## src/rtl/spi_sniff_pkg.sv

```systemverilog
package spi_sniff_pkg;

  localparam int BYTE_W   = 8;
  localparam int MAX_PUSH = 4;

  typedef enum logic [1:0] {
    FILT_ALL  = 2'd0,
    FILT_LOW  = 2'd1,
    FILT_HIGH = 2'd2
  } filt_e;

  typedef enum logic [1:0] {
    ST_IDLE  = 2'd0,
    ST_SNIFF = 2'd1,
    ST_HALT  = 2'd2
  } state_e;

  // strobes from control to datapath, valid for one cycle
  typedef struct packed {
    logic clrShift;
    logic captureEn;
    logic pushOpen;
    logic pushClose;
    logic pushRecord;
    logic pushAck;
  } strobe_t;

  localparam logic [BYTE_W-1:0] CODE_OPEN    = 8'h5B;
  localparam logic [BYTE_W-1:0] CODE_CLOSE   = 8'h5D;
  localparam logic [BYTE_W-1:0] CODE_ESC     = 8'h5C;
  localparam logic [BYTE_W-1:0] CODE_ACK     = 8'h01;
  localparam logic [BYTE_W-1:0] CMD_RESTART  = 8'h72;
  localparam logic [BYTE_W-1:0] CMD_ALL      = 8'h0D;
  localparam logic [BYTE_W-1:0] CMD_LOW      = 8'h0E;
  localparam logic [BYTE_W-1:0] CMD_HIGH     = 8'h0F;

endpackage

```

## src/rtl/sniff_data.sv

```systemverilog
module sniff_data
  import spi_sniff_pkg::*;
#(
  parameter int DEPTH       = 32,
  parameter int SYNC_STAGES = 2,
  parameter int CNT_W       = $clog2(DEPTH + 1)
) (
  input  logic              clk,
  input  logic              rst_n,
  input  logic              sclkIn,
  input  logic              mosiIn,
  input  logic              misoIn,
  input  logic              csnIn,
  input  logic              cfgIdleHigh,
  input  logic              cfgShiftTrail,
  input  logic              cfgSampleLate,
  input  strobe_t           strb,
  input  logic              txReady,
  output logic              csRise,
  output logic              csFall,
  output logic              csLevel,
  output logic              byteDone,
  output logic [CNT_W-1:0]  freeCnt,
  output logic              txValid,
  output logic [BYTE_W-1:0] txData
);

  localparam int PIPE_W = SYNC_STAGES * 4;
  localparam int PTR_W  = $clog2(DEPTH);
  localparam int BIT_W  = $clog2(BYTE_W);
  localparam logic [3:0] PIPE_RST = 4'b0001;

  // ---------------- synchroniser chain ----------------
  logic [PIPE_W-1:0] syncPipe;
  logic sclkS, mosiS, misoS, csnS;
  logic sclkPrev, csnPrev;

  always_ff @(posedge clk or negedge rst_n) begin
    if (!rst_n) begin
      syncPipe <= {SYNC_STAGES{PIPE_RST}};
      sclkPrev <= 1'b0;
      csnPrev  <= 1'b1;
    end else begin
      syncPipe <= {syncPipe[PIPE_W-5:0], sclkIn, mosiIn, misoIn, csnIn};
      sclkPrev <= sclkS;
      csnPrev  <= csnS;
    end
  end

  assign {sclkS, mosiS, misoS, csnS} = syncPipe[PIPE_W-1 -: 4];

  // ---------------- edge detection ----------------
  logic sclkUp, sclkDown, leadEdge, trailEdge, sampleEdge;

  assign sclkUp     = ~sclkPrev & sclkS;
  assign sclkDown   = sclkPrev & ~sclkS;
  assign leadEdge   = cfgIdleHigh ? sclkDown : sclkUp;
  assign trailEdge  = cfgIdleHigh ? sclkUp : sclkDown;
  assign sampleEdge = (cfgShiftTrail ^ cfgSampleLate) ? leadEdge : trailEdge;

  assign csRise  = ~csnPrev & csnS;
  assign csFall  = csnPrev & ~csnS;
  assign csLevel = csnS;

  // ---------------- parallel shifters ----------------
  logic [BIT_W-1:0]  bitCnt;
  logic [BYTE_W-1:0] mosiSh, misoSh, mosiHold, misoHold;

  always_ff @(posedge clk or negedge rst_n) begin
    if (!rst_n) begin
      bitCnt   <= '0;
      mosiSh   <= '0;
      misoSh   <= '0;
      mosiHold <= '0;
      misoHold <= '0;
      byteDone <= 1'b0;
    end else begin
      byteDone <= 1'b0;
      if (strb.clrShift) begin
        bitCnt <= '0;
      end else if (strb.captureEn && sampleEdge) begin
        mosiSh <= {mosiSh[BYTE_W-2:0], mosiS};
        misoSh <= {misoSh[BYTE_W-2:0], misoS};
        if (bitCnt == BIT_W'(BYTE_W - 1)) begin
          bitCnt   <= '0;
          byteDone <= 1'b1;
          mosiHold <= {mosiSh[BYTE_W-2:0], mosiS};
          misoHold <= {misoSh[BYTE_W-2:0], misoS};
        end else begin
          bitCnt <= bitCnt + 1'b1;
        end
      end
    end
  end

  // ---------------- multi-byte write staging ----------------
  logic [BYTE_W-1:0] wrSlot [MAX_PUSH];
  logic [2:0]        wrN;

  always_comb begin
    for (int i = 0; i < MAX_PUSH; i++) wrSlot[i] = '0;
    wrN = 3'd0;
    if (strb.pushRecord) begin
      wrSlot[0] = CODE_ESC;
      wrSlot[1] = mosiHold;
      wrSlot[2] = misoHold;
      wrN       = 3'd3;
    end
    if (strb.pushOpen || strb.pushClose) begin
      wrSlot[wrN[1:0]] = strb.pushOpen ? CODE_OPEN : CODE_CLOSE;
      wrN              = wrN + 3'd1;
    end
    if (strb.pushAck) begin
      wrSlot[0] = CODE_ACK;
      wrN       = 3'd1;
    end
  end

  // ---------------- stream FIFO ----------------
  logic [BYTE_W-1:0] mem [DEPTH];
  logic [PTR_W-1:0]  wrPtr, rdPtr;
  logic [CNT_W-1:0]  count;
  logic              pop;

  assign txValid = (count != '0);
  assign txData  = mem[rdPtr];
  assign pop     = txValid & txReady;
  assign freeCnt = CNT_W'(DEPTH) - count;

  always_ff @(posedge clk) begin
    for (int i = 0; i < MAX_PUSH; i++) begin
      if (3'(i) < wrN) mem[wrPtr + PTR_W'(i)] <= wrSlot[i];
    end
  end

  always_ff @(posedge clk or negedge rst_n) begin
    if (!rst_n) begin
      wrPtr <= '0;
      rdPtr <= '0;
      count <= '0;
    end else begin
      wrPtr <= wrPtr + PTR_W'(wrN);
      if (pop) rdPtr <= rdPtr + 1'b1;
      count <= count + CNT_W'(wrN) - CNT_W'(pop);
    end
  end

endmodule

```

## src/rtl/sniff_ctrl.sv

```systemverilog
module sniff_ctrl
  import spi_sniff_pkg::*;
#(
  parameter int CNT_W = 6
) (
  input  logic              clk,
  input  logic              rst_n,
  input  logic              hostValid,
  input  logic [BYTE_W-1:0] hostByte,
  input  logic              csRise,
  input  logic              csFall,
  input  logic              csLevel,
  input  logic              byteDone,
  input  logic [CNT_W-1:0]  freeCnt,
  output strobe_t           strb,
  output state_e            state
);

  state_e stateNext;
  filt_e  filt, filtNext;
  logic   enEdge, disEdge, csActive, isStart, isRestart;
  logic [2:0] need;

  assign enEdge    = (filt == FILT_HIGH) ? csRise : csFall;
  assign disEdge   = (filt == FILT_HIGH) ? csFall : csRise;
  assign csActive  = (filt == FILT_HIGH) ? csLevel : ~csLevel;
  assign isStart   = (hostByte == CMD_ALL) || (hostByte == CMD_LOW) || (hostByte == CMD_HIGH);
  assign isRestart = (hostByte == CMD_RESTART);
  assign need      = (byteDone ? 3'd3 : 3'd0) + ((enEdge || disEdge) ? 3'd1 : 3'd0);

  always_comb begin
    strb      = '0;
    stateNext = state;
    filtNext  = filt;
    unique case (state)
      ST_IDLE: begin
        if (hostValid && isStart) begin
          stateNext     = ST_SNIFF;
          strb.clrShift = 1'b1;
          unique case (hostByte[1:0])
            2'b01:   filtNext = FILT_ALL;
            2'b10:   filtNext = FILT_LOW;
            default: filtNext = FILT_HIGH;
          endcase
        end
      end
      ST_SNIFF: begin
        strb.captureEn = (filt == FILT_ALL) || csActive;
        if (hostValid) begin
          if (isRestart) begin
            strb.clrShift = 1'b1;
          end else begin
            stateNext    = ST_IDLE;
            strb.pushAck = (freeCnt != '0);
          end
        end else if (int'(need) > int'(freeCnt)) begin
          stateNext      = ST_HALT;
          strb.captureEn = 1'b0;
        end else begin
          strb.pushRecord = byteDone;
          strb.pushOpen   = enEdge;
          strb.pushClose  = disEdge;
          strb.clrShift   = enEdge || disEdge;
        end
      end
      ST_HALT: begin
        if (hostValid) begin
          if (isRestart) begin
            stateNext     = ST_SNIFF;
            strb.clrShift = 1'b1;
          end else begin
            stateNext    = ST_IDLE;
            strb.pushAck = (freeCnt != '0);
          end
        end
      end
      default: stateNext = ST_IDLE;
    endcase
  end

  always_ff @(posedge clk or negedge rst_n) begin
    if (!rst_n) begin
      state <= ST_IDLE;
      filt  <= FILT_ALL;
    end else begin
      state <= stateNext;
      filt  <= filtNext;
    end
  end

endmodule

```

## src/rtl/spi_sniff_enc.sv

```systemverilog
module spi_sniff_enc
  import spi_sniff_pkg::*;
#(
  parameter int FIFO_DEPTH  = 32,
  parameter int SYNC_STAGES = 2
) (
  input  logic              clk,
  input  logic              rst_n,
  input  logic              spiSclk,
  input  logic              spiMosi,
  input  logic              spiMiso,
  input  logic              spiCsn,
  input  logic              cfgIdleHigh,
  input  logic              cfgShiftTrail,
  input  logic              cfgSampleLate,
  input  logic              hostValid,
  input  logic [7:0]        hostByte,
  input  logic              txReady,
  output logic              txValid,
  output logic [7:0]        txData,
  output logic              sniffActive
);

  localparam int CNT_W = $clog2(FIFO_DEPTH + 1);

  strobe_t          ctrlStrb;
  state_e           ctrlState;
  logic             csRise, csFall, csLevel, byteDone;
  logic [CNT_W-1:0] fifoFree;

  sniff_ctrl #(.CNT_W(CNT_W)) u_ctrl (
    .clk      (clk),
    .rst_n    (rst_n),
    .hostValid(hostValid),
    .hostByte (hostByte),
    .csRise   (csRise),
    .csFall   (csFall),
    .csLevel  (csLevel),
    .byteDone (byteDone),
    .freeCnt  (fifoFree),
    .strb     (ctrlStrb),
    .state    (ctrlState)
  );

  sniff_data #(
    .DEPTH      (FIFO_DEPTH),
    .SYNC_STAGES(SYNC_STAGES),
    .CNT_W      (CNT_W)
  ) u_data (
    .clk          (clk),
    .rst_n        (rst_n),
    .sclkIn       (spiSclk),
    .mosiIn       (spiMosi),
    .misoIn       (spiMiso),
    .csnIn        (spiCsn),
    .cfgIdleHigh  (cfgIdleHigh),
    .cfgShiftTrail(cfgShiftTrail),
    .cfgSampleLate(cfgSampleLate),
    .strb         (ctrlStrb),
    .txReady      (txReady),
    .csRise       (csRise),
    .csFall       (csFall),
    .csLevel      (csLevel),
    .byteDone     (byteDone),
    .freeCnt      (fifoFree),
    .txValid      (txValid),
    .txData       (txData)
  );

  assign sniffActive = (ctrlState == ST_SNIFF);

endmodule

```

## config.mk

```make
export PLATFORM = sky130hd
export DESIGN_NAME = spi_sniff_enc
export DESIGN_NICKNAME = d
export VERILOG_FILES = /design/src/rtl/spi_sniff_pkg.sv /design/src/rtl/sniff_data.sv /design/src/rtl/sniff_ctrl.sv /design/src/rtl/spi_sniff_enc.sv
export SDC_FILE = /design/constraint.sdc
export NUM_CORES = 1
export LEC_CHECK = 0
export BUFFER_PORTS_ARGS = -buffer_cell sky130_fd_sc_hd__buf_2
export CORE_MARGIN = 3
export CORE_UTILIZATION = 40
export CTS_BUF_LIST = sky130_fd_sc_hd__clkbuf_8
export DETAILED_ROUTE_END_ITERATION = 12
export SYNTH_ARGS = -nofsm -noshare
export SYNTH_HDL_FRONTEND = slang
export SYNTH_SLANG_ARGS = --single-unit
```

## constraint.sdc

```tcl
create_clock -name clk -period 4.7 [get_ports clk]
set_clock_uncertainty 0.2 [all_clocks]
set_input_delay 0.705 -clock clk [delete_from_list [all_inputs] [get_ports clk]]
set_output_delay 0.705 -clock clk [all_outputs]
set_load 0.1 [all_outputs]
```

==> run metrics <==
run status complete, no violations; setup repair after global routing missed its margin yes; largest fanout of any net on the critical path 8; maximum number of pins on one net before global-route repair around 110; leak pwr 9.19 nW; critical path class flop to flop; headroom to the max-slew limit 32.1%; clock tree from TritonCTS built; Die Y-Extent around 230 µm; CP endpoint kind flop; antenna diode count 0; data arrival at the endpoint of the critical path 4.64 ns; leading cell type in the layout, fill and taps excluded sky130_fd_sc_hd__edfxtp_1; clock period minus worst slack 4.51 ns; synthesized flop and latch total between 300 and 400; max-cap viol count 0; weighted congestion reported at the end of routability-driven placement 0.930; Unique masters post-synth 72; worst hold slack 0.153 ns; Final Net Count between 1500 and 2000; fraction of registers with async set/reset 20.0%; footprint of the multi-input gates about 10000 µm²; Seq. cell area just over 9000 µm²; number of enable-type register cells in the synthesized netlist 256; Netlist Area Pre-Place 20000 µm²; Place WS -0.100 ns; fraction of layout cells with a size suffix above 1 25.5%; P&R area growth vs syn 16.2%; Congestion Overflow GR 0; non-filler cells in the finished layout 2591; level count of the clock H-tree 2; number of placed instances with taps included 2453; filler cell count in the final layout between 4000 and 5000; total number of yosys warnings 0; number of core rows 81; Max IR drop VDD 721 µV; WP data required 4.83 ns; cell-by-cell listing of the critical path inv_1, ha_1, and2_1, ha_1, nor2b_1, o21a_1, o2111a_1, nor2_2, ha_1, buf_4, buf_4, nand3_1, nor3_1, buf_4, nor2_1, o211ai_1, buf_4; largest area contributor in the synthesized netlist sky130_fd_sc_hd__edfxtp_1; detail-routed net length per standard cell 28.6 µm; Max stage delay cell, worst path sky130_fd_sc_hd__dfstp_2; delay of the slowest critical-path stage between 0.5 and 0.6 ns; ratio of final minimum period to clock period 96.0%; cell chosen for the clock root sky130_fd_sc_hd__clkbuf_8; number of vias after detailed routing 17225; count of final max-slew check failures 0; Worst Tran Pin Value 1.02 ns; per-cell via count in the routed design ~6.6; top library cells by usage in the layout, fill and taps aside sky130_fd_sc_hd__edfxtp_1 (256), sky130_fd_sc_hd__buf_4 (184), sky130_fd_sc_hd__nor2_1 (144); Startpoint Class flop; register clock-pin slew on the reported worst setup and hold paths 0.06 ns; drt first pass iters 6; type of the tightest min-delay check flop to flop; cell repeated most along the worst path sky130_fd_sc_hd__buf_4; number of DRC violations after detailed routing 0; combined global-route utilization of all metal layers 27.4%; area of the placeable core 49200 µm²; global-route wire length before repair 108000 µm; Gate Count Post-Synth 1771; clock sink count 320; Area contributors post-synth sky130_fd_sc_hd__edfxtp_1 (38%), sky130_fd_sc_hd__mux4_2 (9.0%), sky130_fd_sc_hd__dfrtp_1 (7.6%); average instance area after synthesis 11.3 µm²; total clock buffers created by CTS 53; final hold violation count 0; I/O pins 29; total power density per cell area 516 nW/µm²; input/output buffers 28; share of Yosys cell area claimed by the top area cell type 38.5%; number of violations reported at the end of detailed-routing iteration 0 2573; final total power 12.0 mW; via count of the first global-routing pass 16837; most frequently used flop master after synthesis sky130_fd_sc_hd__edfxtp_1; highest achievable clock rate 222 MHz; half-perimeter wire length after placement 49300 µm; total length of routed wires between 70000 and 80000 µm; setup ws final 0.190 ns; initial antenna violation count 2; Clock Tree Buf Depth 3; die boundary width 229 µm; Starting Density 40.6%; area of the die 52600 µm²; final setup violation count 0; number of nets with antenna violations after routing 0; clk_lat worst skew 0.64 ns; sequential share of the synthesized area a little under half; number of nets produced by synthesis 1830
## kinds of logic (layout without fill, tap and decap cells)
family	after synthesis	count (layout)	synth area share, %
buffers and inverters	210	366	4.23
muxes	247	247	17.7
xor gates and xnor gates	18	18	0.858
adders and majority gates	40	40	2.58
AOI/OAI and AO/OA	472	472	16.3
DFF	320	320	46.5
and+or+nand+nor	464	464	11.8
## area by class of cell
| class | count | area share, % |
|---|---|---|
| repair buffers | 235 | 8.33 |
| clock inverters | 39 | 1.04 |
| clock buffers | 58 | 3.44 |
| well taps | 664 | 3.58 |
| multi-input cells | 1241 | 43.0 |
| inverters | 34 | 0.550 |
| flip-flops and latches | 320 | 40.1 |
## through the flow
step                instance area, µm²  setup TNS (ns)  util (%)
detailed placement               21600          -0.798      44.0
global placement                 21600          -0.233      44.0
global route                     23200         -0.0351      47.2
finish                           23200               0      47.2
CTS                              22700               0      46.3
floorplan                        20000               0         -
## worst max-delay path, delay by kind of cell, from the launching register on
kind | cells | cell delay (ns)
compound gates | 3 | 0.55
buf+inv | 5 | 0.76
simple gates | 6 | 1.27
flops | 1 | 0.54
fa+ha+maj | 3 | 0.87
## synthesized netlist by cell type, drive strengths merged (10+ instances only)
cell and count:
edfxtp 256, nor2 159, clkbuf 124, mux2i 124, a22oi 93, o22ai 85
o21ai 83, mux4 80, nand3 75, nor3 69, a21oi 68, a221oi 62
dfrtp 61, nand2 55, buf 52, mux2 43, o211ai 42, ha 38
or3 38, inv 34, nand2b 14, and3 13, xnor2 11, nor2b 10
o2bb2ai 10
## path summary, 6_finish.rpt
check                                              from  slack, ns  cells past startpoint                      endpoint
hold reg to reg            u_data.syncPipe[1]$_DFF_PN0_       0.15                      0  u_data.syncPipe[5]$_DFF_PN0_
setup reg to reg           u_data.syncPipe[4]$_DFF_PN1_       0.19                     17    u_data.mem[9][2]$_DFFE_PP_
min in group asynchronous                         rst_n       0.53                      2  u_data.syncPipe[1]$_DFF_PN0_
max in group asynchronous                         rst_n       2.78                      3  u_data.syncPipe[0]$_DFF_PN1_
setup / recovery           u_data.syncPipe[4]$_DFF_PN1_       0.19                     17    u_data.mem[9][2]$_DFFE_PP_
hold / removal             u_data.syncPipe[1]$_DFF_PN0_       0.15                      0  u_data.syncPipe[5]$_DFF_PN0_
## per-layer routing
metal / routed length [µm] / up-vias / global-route usage [%] / part of all wire [%]
li1: - / 7229 / - / -
met1: 28400 / 8411 / 37.4 / 38
met2: 32800 / 1300 / 41.8 / 44
met3: 9320 / 281 / 6.14 / 13
met4: 3640 / 4 / 12.8 / 4.9
met5: 31 / - / 0 / 0.042
## state kept, by name, summed over array words and instances, names as in the netlist
name,count
u_data.mem,256
u_data.misoHold,8
u_data.mosiHold,8
u_data.syncPipe,8
u_data.misoSh,7
u_data.mosiSh,7
u_data.count,6
u_data.rdPtr,5
u_data.wrPtr,5
u_data.bitCnt,3
u_ctrl.filt,2
u_ctrl.state,2
u_data.byteDone,1
u_data.csnPrev,1
u_data.sclkPrev,1
## power breakdown
group	leakage (nW)	internal [mW]	total, mW	switching [mW]
logic	5.42	1.90	5.77	3.87
registers	3.19	3.42	3.72	0.296
clock network	0.585	1.30	2.47	1.18
## what timing repair did
action	in CTS	in global routing
pin swaps	0	22
setup endpoints to repair	19	342
setup buffers	1	35
resized for setup	2	24
hold buffers	5	0
hold endpoints to repair	35	0
No activity file was read; power rests on OpenSTA's default activity.
